### config.mk
export PLATFORM = sky130hd
export DESIGN_NAME = cfg_loader
export DESIGN_NICKNAME = d
export VERILOG_FILES = /design/src/rtl/cfg_loader.sv
export SDC_FILE = /design/constraint.sdc
export NUM_CORES = 1
export LEC_CHECK = 0
export ABC_AREA = 1
export BUFFER_PORTS_ARGS = -buffer_cell sky130_fd_sc_hd__buf_2
export CORE_MARGIN = 5
export CORE_UTILIZATION = 62
export DETAILED_ROUTE_END_ITERATION = 7
export GPL_TIMING_DRIVEN = 0
export PLACE_DENSITY_LB_ADDON = 0.05
export SLEW_MARGIN = 20
export SYNTH_ARGS = -nofsm -noshare
export SYNTH_HDL_FRONTEND = slang
export SYNTH_SLANG_ARGS = --single-unit
### constraint.sdc
create_clock -name clk -period 4.4 [get_ports clk]
set_input_delay 0.44 -clock clk [delete_from_list [all_inputs] [get_ports clk]]
set_output_delay 0.44 -clock clk [all_outputs]
set_load 0.1 [all_outputs]
### src/rtl/cfg_loader.sv
module cfg_loader #(
  parameter int TICK_DIV    = 100000,
  parameter int INIT_MS     = 500,
  parameter int SETTLE_MS   = 10,
  parameter int BUSY_MS     = 5,
  parameter int DONE_MS     = 200,
  parameter int PROG_CYCLES = 32,
  parameter int CW          = 24
) (
  input  logic          clk,
  input  logic          rst_n,
  input  logic          start,
  input  logic          readback,
  input  logic          busy_check,
  input  logic [CW-1:0] byte_count,
  input  logic [7:0]    in_data,
  input  logic          in_valid,
  output logic          in_ready,
  output logic          prog_n,
  output logic          cs_n,
  output logic          write_n,
  output logic          cclk,
  output logic [7:0]    d_out,
  output logic          d_oe,
  input  logic [7:0]    d_in,
  input  logic          init_n,
  input  logic          busy_in,
  input  logic          done_in,
  output logic          busy,
  output logic [7:0]    rd_data,
  output logic          rd_valid,
  output logic          res_valid,
  output logic          res_ok,
  output logic [2:0]    res_code
);
  localparam int M1 = (INIT_MS > DONE_MS) ? INIT_MS : DONE_MS;
  localparam int M2 = (SETTLE_MS > BUSY_MS) ? SETTLE_MS : BUSY_MS;
  localparam int MMAX = (M1 > M2) ? M1 : M2;
  localparam int MW = $clog2(MMAX + 2);
  localparam int PW = $clog2(TICK_DIV + 1);
  localparam int QW = $clog2(PROG_CYCLES + 1);

  localparam logic [2:0] C_OK = 3'd0, C_INIT_LO = 3'd1, C_INIT_HI = 3'd2,
                         C_CFG = 3'd3, C_BUSY = 3'd4, C_DONE = 3'd5;

  typedef enum logic [4:0] {
    S_IDLE, S_PROG, S_WHI, S_SETTLE, S_LOAD, S_DATA, S_CLO, S_CHI, S_BUSY,
    S_CLOSE, S_CLOSE2, S_DONE, S_RCS, S_RLO, S_RHI, S_REND, S_RELO, S_REHI
  } st_t;

  st_t st, nxt;
  logic [CW-1:0] rem;
  logic rb_q, bchk_q;
  logic [PW-1:0] pre;
  logic [MW-1:0] ms, lim;
  logic [QW-1:0] pcnt;
  logic fin, f_ok, take, expired, streaming;
  logic [2:0] f_code;

  assign busy      = (st != S_IDLE);
  assign streaming = (st == S_LOAD) || (st == S_DATA) || (st == S_CLO) ||
                     (st == S_CHI) || (st == S_BUSY);
  assign prog_n    = (st != S_PROG);
  assign write_n   = !(streaming || st == S_SETTLE || st == S_CLOSE);
  assign cs_n      = !(streaming || st == S_SETTLE || st == S_RCS ||
                       st == S_RLO || st == S_RHI);
  assign cclk      = !(st == S_CLO || st == S_RLO || st == S_RELO);
  assign d_oe      = (st == S_DATA) || (st == S_CLO) || (st == S_CHI) || (st == S_BUSY);
  assign in_ready  = (st == S_LOAD) && init_n;
  assign take      = in_ready && in_valid;
  assign expired   = (ms >= lim);

  always_comb begin
    case (st)
      S_SETTLE: lim = MW'(SETTLE_MS);
      S_BUSY:   lim = MW'(BUSY_MS);
      S_DONE:   lim = MW'(DONE_MS);
      default:  lim = MW'(INIT_MS);
    endcase
  end

  always_comb begin
    nxt = st; fin = 1'b0; f_ok = 1'b0; f_code = C_OK;
    case (st)
      S_IDLE:   if (start) nxt = readback ? S_RCS : S_PROG;
      S_PROG:
        if (pcnt >= QW'(PROG_CYCLES - 1) && !init_n) nxt = S_WHI;
        else if (expired) begin nxt = S_IDLE; fin = 1'b1; f_code = C_INIT_LO; end
      S_WHI:
        if (init_n) nxt = S_SETTLE;
        else if (expired) begin nxt = S_IDLE; fin = 1'b1; f_code = C_INIT_HI; end
      S_SETTLE: if (expired) nxt = (rem == '0) ? S_CLOSE : S_LOAD;
      S_LOAD:   if (take) nxt = S_DATA;
      S_DATA:   nxt = S_CLO;
      S_CLO:    nxt = S_CHI;
      S_CHI:    nxt = bchk_q ? S_BUSY : ((rem == '0) ? S_CLOSE : S_LOAD);
      S_BUSY:
        if (!busy_in) nxt = (rem == '0) ? S_CLOSE : S_LOAD;
        else if (expired) begin nxt = S_IDLE; fin = 1'b1; f_code = C_BUSY; end
      S_CLOSE:  nxt = S_CLOSE2;
      S_CLOSE2: nxt = S_DONE;
      S_DONE:
        if (done_in && init_n) begin nxt = S_IDLE; fin = 1'b1; f_ok = 1'b1; end
        else if (expired) begin nxt = S_IDLE; fin = 1'b1; f_code = C_DONE; end
      S_RCS:    nxt = (rem == '0) ? S_REND : S_RLO;
      S_RLO:    nxt = S_RHI;
      S_RHI:    nxt = (rem == CW'(1)) ? S_REND : S_RLO;
      S_REND:   nxt = S_RELO;
      S_RELO:   nxt = S_REHI;
      S_REHI:   begin nxt = S_IDLE; fin = 1'b1; f_ok = 1'b1; end
      default:  nxt = S_IDLE;
    endcase
    if (streaming && !init_n) begin
      nxt = S_IDLE; fin = 1'b1; f_ok = 1'b0; f_code = C_CFG;
    end
  end

  always_ff @(posedge clk or negedge rst_n) begin
    if (!rst_n) begin
      st <= S_IDLE; rem <= '0; rb_q <= 1'b0; bchk_q <= 1'b0;
      pre <= '0; ms <= '0; pcnt <= '0; d_out <= '0;
      rd_data <= '0; rd_valid <= 1'b0;
      res_valid <= 1'b0; res_ok <= 1'b0; res_code <= C_OK;
    end else begin
      st <= nxt;
      rd_valid <= 1'b0;
      res_valid <= fin;
      if (fin) begin res_ok <= f_ok; res_code <= f_code; end
      if (st == S_IDLE && start) begin
        rem <= byte_count; rb_q <= readback; bchk_q <= busy_check;
      end
      if (take) begin d_out <= in_data; rem <= rem - 1'b1; end
      if (st == S_RHI) begin
        rd_data <= d_in; rd_valid <= 1'b1; rem <= rem - 1'b1;
      end
      if (st != nxt) begin
        pre <= '0; ms <= '0; pcnt <= '0;
      end else begin
        if (pcnt != QW'(PROG_CYCLES)) pcnt <= pcnt + 1'b1;
        if (pre == PW'(TICK_DIV - 1)) begin
          pre <= '0;
          if (ms != '1) ms <= ms + 1'b1;
        end else pre <= pre + 1'b1;
      end
    end
  end

  p_idle_released_r10: assert property (@(posedge clk) disable iff (!rst_n)
    !busy |-> (prog_n && cs_n && write_n && !d_oe));
  p_busy_to_result_r1: assert property (@(posedge clk) disable iff (!rst_n)
    $fell(busy) |-> res_valid);
  p_prog_needs_init_r2: assert property (@(posedge clk) disable iff (!rst_n)
    ($rose(prog_n) && busy) |-> !$past(init_n));
  p_open_after_init_r3: assert property (@(posedge clk) disable iff (!rst_n)
    ($fell(cs_n) && !write_n) |-> $past(init_n));
  p_data_hold_r5: assert property (@(posedge clk) disable iff (!rst_n)
    ($rose(cclk) && d_oe) |-> $stable(d_out));
  p_init_drop_r6: assert property (@(posedge clk) disable iff (!rst_n)
    (streaming && !init_n) |=> (!busy && res_valid && res_code == C_CFG));
  p_cs_before_write_r8: assert property (@(posedge clk) disable iff (!rst_n)
    ($rose(write_n) && busy) |-> $past(cs_n));
  p_pass_needs_done_r8: assert property (@(posedge clk) disable iff (!rst_n)
    (res_valid && res_ok && !rb_q) |-> ($past(done_in) && $past(init_n)));
endmodule

==> impl_metrics.tcl <==
set metrics [dict create \
    synth_cells 697 \
    synthArstFlopShare 1.000 \
    path_class "register to register" \
    status "finished, final reports clean" \
    grt_max_degree 59 \
    die_x_um 102.2 \
    ioPinCount 78 \
    power.leakage_nw 2.947 \
    antenna_left 0 \
    rsz0062_at_grt "no" \
    ys_types 44 \
    synth_nets 762 \
    ir_worst_vdd_uv 465.9 \
    period_share 0.7841 \
    final_common_cell "nand2_1" \
    drc_errors 0 \
    vias_per_cell 5.566 \
    antenna_found_initial 0 \
    grt_pass1_vias 4862 \
    core-area_um2 8258 \
    max_freq_ghz 0.2899 \
    crit_path_end_kind "register" \
    htree_levels 3 \
    slew_violations 0 \
    setup_tns_ns 0 \
    required_ns 4.69 \
    cts.sinks 84 \
    layout-drive-gt1-share 0.2222 \
    synth-main-ff-cell "dfrtp_1" \
    fin_crit_ns 3.450 \
    maxCapViolCount 0 \
    path_max_fanout 10 \
    finClkSkew_ns 0.008220 \
    vias 4993 \
    cts-hold-fix-buffers 1 \
    critPathArrivalTime_ns 3.74 \
    firstDrtPassIters 5 \
    cts_tree "done" \
    wirelength_um 12840 \
    power_density_nw_per_um2 685.2 \
    setup-violations-final 0 \
    synth-warning-count 0 \
    overflow 0 \
    cts_setup_buffers 0 \
    grt_pass1_wl_um 21360 \
    syn2layout_area_growth_pct 14.43 \
    maxSlewHeadroom 0.6335 \
    synth-seq-cells 84 \
    fp.dieH_um 102.2 \
    dieArea_um2 10450 \
    dp_hpwl_um 9545 \
    clockBufferDepth 2 \
    row_count 33 \
    worst_hold_path_type "input port to register" \
    hold_viol_final 0 \
    fillCellCount 672 \
    synthesis.area_um2 5271 \
    nNetsFinal 852 \
    n_antenna_cell 0 \
    critPathLaunchType "register" \
    synth_edf_count 0 \
    ctsResizeCount 0 \
    wl_per_cell_um 14.31 \
    finalPower_mw 4.133 \
    port_buffers 77 \
    cts_buffers 9 \
    cts.clk_slew.worst_paths_ns 0.08 \
    track_usage 0.2555 \
    tightestPinTransition_ns 0.5498 \
    gp_congestion 0.9290 \
    start_util 0.6383 \
    worstSkewPairLatency_ns 0.36 \
    syn_area_per_cell_um2 7.563 \
    layout_common_cells "nand2_1, dfrtp_1, buf_2, nor2_1, inv_1" \
    synth_seq_area_share 0.3988 \
    first_iter_violations 245 \
    cts_root_buf "clkbuf_8" \
]
-- synth_stat cells, drive strengths merged, types with 8 or more instances --
cell type / n / area share
o21ai: 24 / 0.023
nor2: 123 / 0.12
nand3: 58 / 0.059
ha: 16 / 0.038
dfrtp: 84 / 0.40
nand4: 20 / 0.024
inv: 75 / 0.053
a21oi: 21 / 0.022
o22ai: 8 / 0.0095
nand2: 183 / 0.13
xor2: 19 / 0.032
buf: 9 / 0.015
-- routing by layer --
metal | global-route usage | part of all wire | vias to the layer above
met5 | 0 | 0 | -
met4 | 0.1049 | 0.024 | 0
met3 | 0.04710 | 0.063 | 30
met2 | 0.4308 | 0.48 | 171
met1 | 0.3243 | 0.43 | 2337
li1 | - | - | 2455
-- sequential cells by signal, indices dropped and copies added (netlist names) --
| name | flops |
|---|---|
| rem | 24 |
| pre | 17 |
| ms | 9 |
| d_out | 8 |
| rd_data | 8 |
| pcnt | 6 |
| st | 5 |
| res_code | 3 |
| bchk_q | 1 |
| rd_valid | 1 |
| res_ok | 1 |
| res_valid | 1 |
-- per-stage QoR --
step	cells	utilization	instance area [um^2]	setup slack, ns	hold WS [ns]
floorplan	697	-	5271	1.179	0.1444
global placement	879	0.7009	5788	1.120	0.4492
finish	897	0.7305	6032	0.9502	0.2785
detailed placement	880	0.7045	5818	0.9709	0.3909
CTS	897	0.7305	6032	0.9626	0.2643
global route	897	0.7305	6032	0.6130	0.2719
-- worst max-delay path, stage by stage, from the launching register on --
cell,delay (ns)
dfrtp_1,0.37
buf_4,0.18
nand2_1,0.22
nor2_2,0.23
inv_2,0.09
a21oi_1,0.22
ha_1,0.29
nand2_1,0.08
nand2_1,0.08
a21oi_4,0.19
nand3_1,0.29
o21ai_0,0.26
nand2_1,0.10
nand3_2,0.08
nand2_1,0.06
nand2_1,0.06
nand2_1,0.06
nor2_1,0.11
nand2_2,0.13
buf_6,0.18
nor2_2,0.08
-- logic make-up after synthesis --
family / synth area share
AOI/OAI and AO/OA: 0.09163
xor gates and xnor gates: 0.04320
adders and majority gates: 0.03798
buffers and inverters: 0.07263
DFF: 0.3988
muxes: 0.003798
and+or+nand+nor: 0.3520
-- final timing paths --
| kind | start | cells past startpoint | end | slack (ns) |
|---|---|---|---|---|
| setup reg to reg | st[0]$_DFF_PN0_ | 20 | ms[4]$_DFFE_PN0P_ | 0.95 |
| hold / removal | d_in[6] | 3 | rd_data[6]$_DFFE_PN0P_ | 0.28 |
| max in group asynchronous | rst_n | 3 | rd_data[3]$_DFFE_PN0P_ | 3.25 |
| hold reg to reg | rd_data[3]$_DFFE_PN0P_ | 2 | rd_data[3]$_DFFE_PN0P_ | 0.47 |
| min in group asynchronous | rst_n | 2 | pre[7]$_DFF_PN0_ | 0.54 |
| setup / recovery | st[0]$_DFF_PN0_ | 20 | ms[4]$_DFFE_PN0P_ | 0.95 |
-- power breakdown --
part | internal (mW) | switching, mW | leakage [nW]
Sequential | 0.993 | 0.190 | 1.08
Clock | 0.294 | 0.281 | 0.0959
Combinational | 0.563 | 1.81 | 1.78
Total | 1.85 | 2.28 | 2.95
-- layout make-up --
type / count / area [um^2] / area share
timing repair buffer: 79 / 425.4 / 0.07052
clock inverter: 3 / 45.04 / 0.007467
sequential: 84 / 2102 / 0.3485
buffer: 14 / 97.59 / 0.01618
inverter: 76 / 285.3 / 0.04729
clock buffer: 13 / 158.9 / 0.02634
multi-input combinational: 523 / 2786 / 0.4619
tap: 105 / 131.4 / 0.02178
Note: power is estimated with default switching activity, not from simulation.
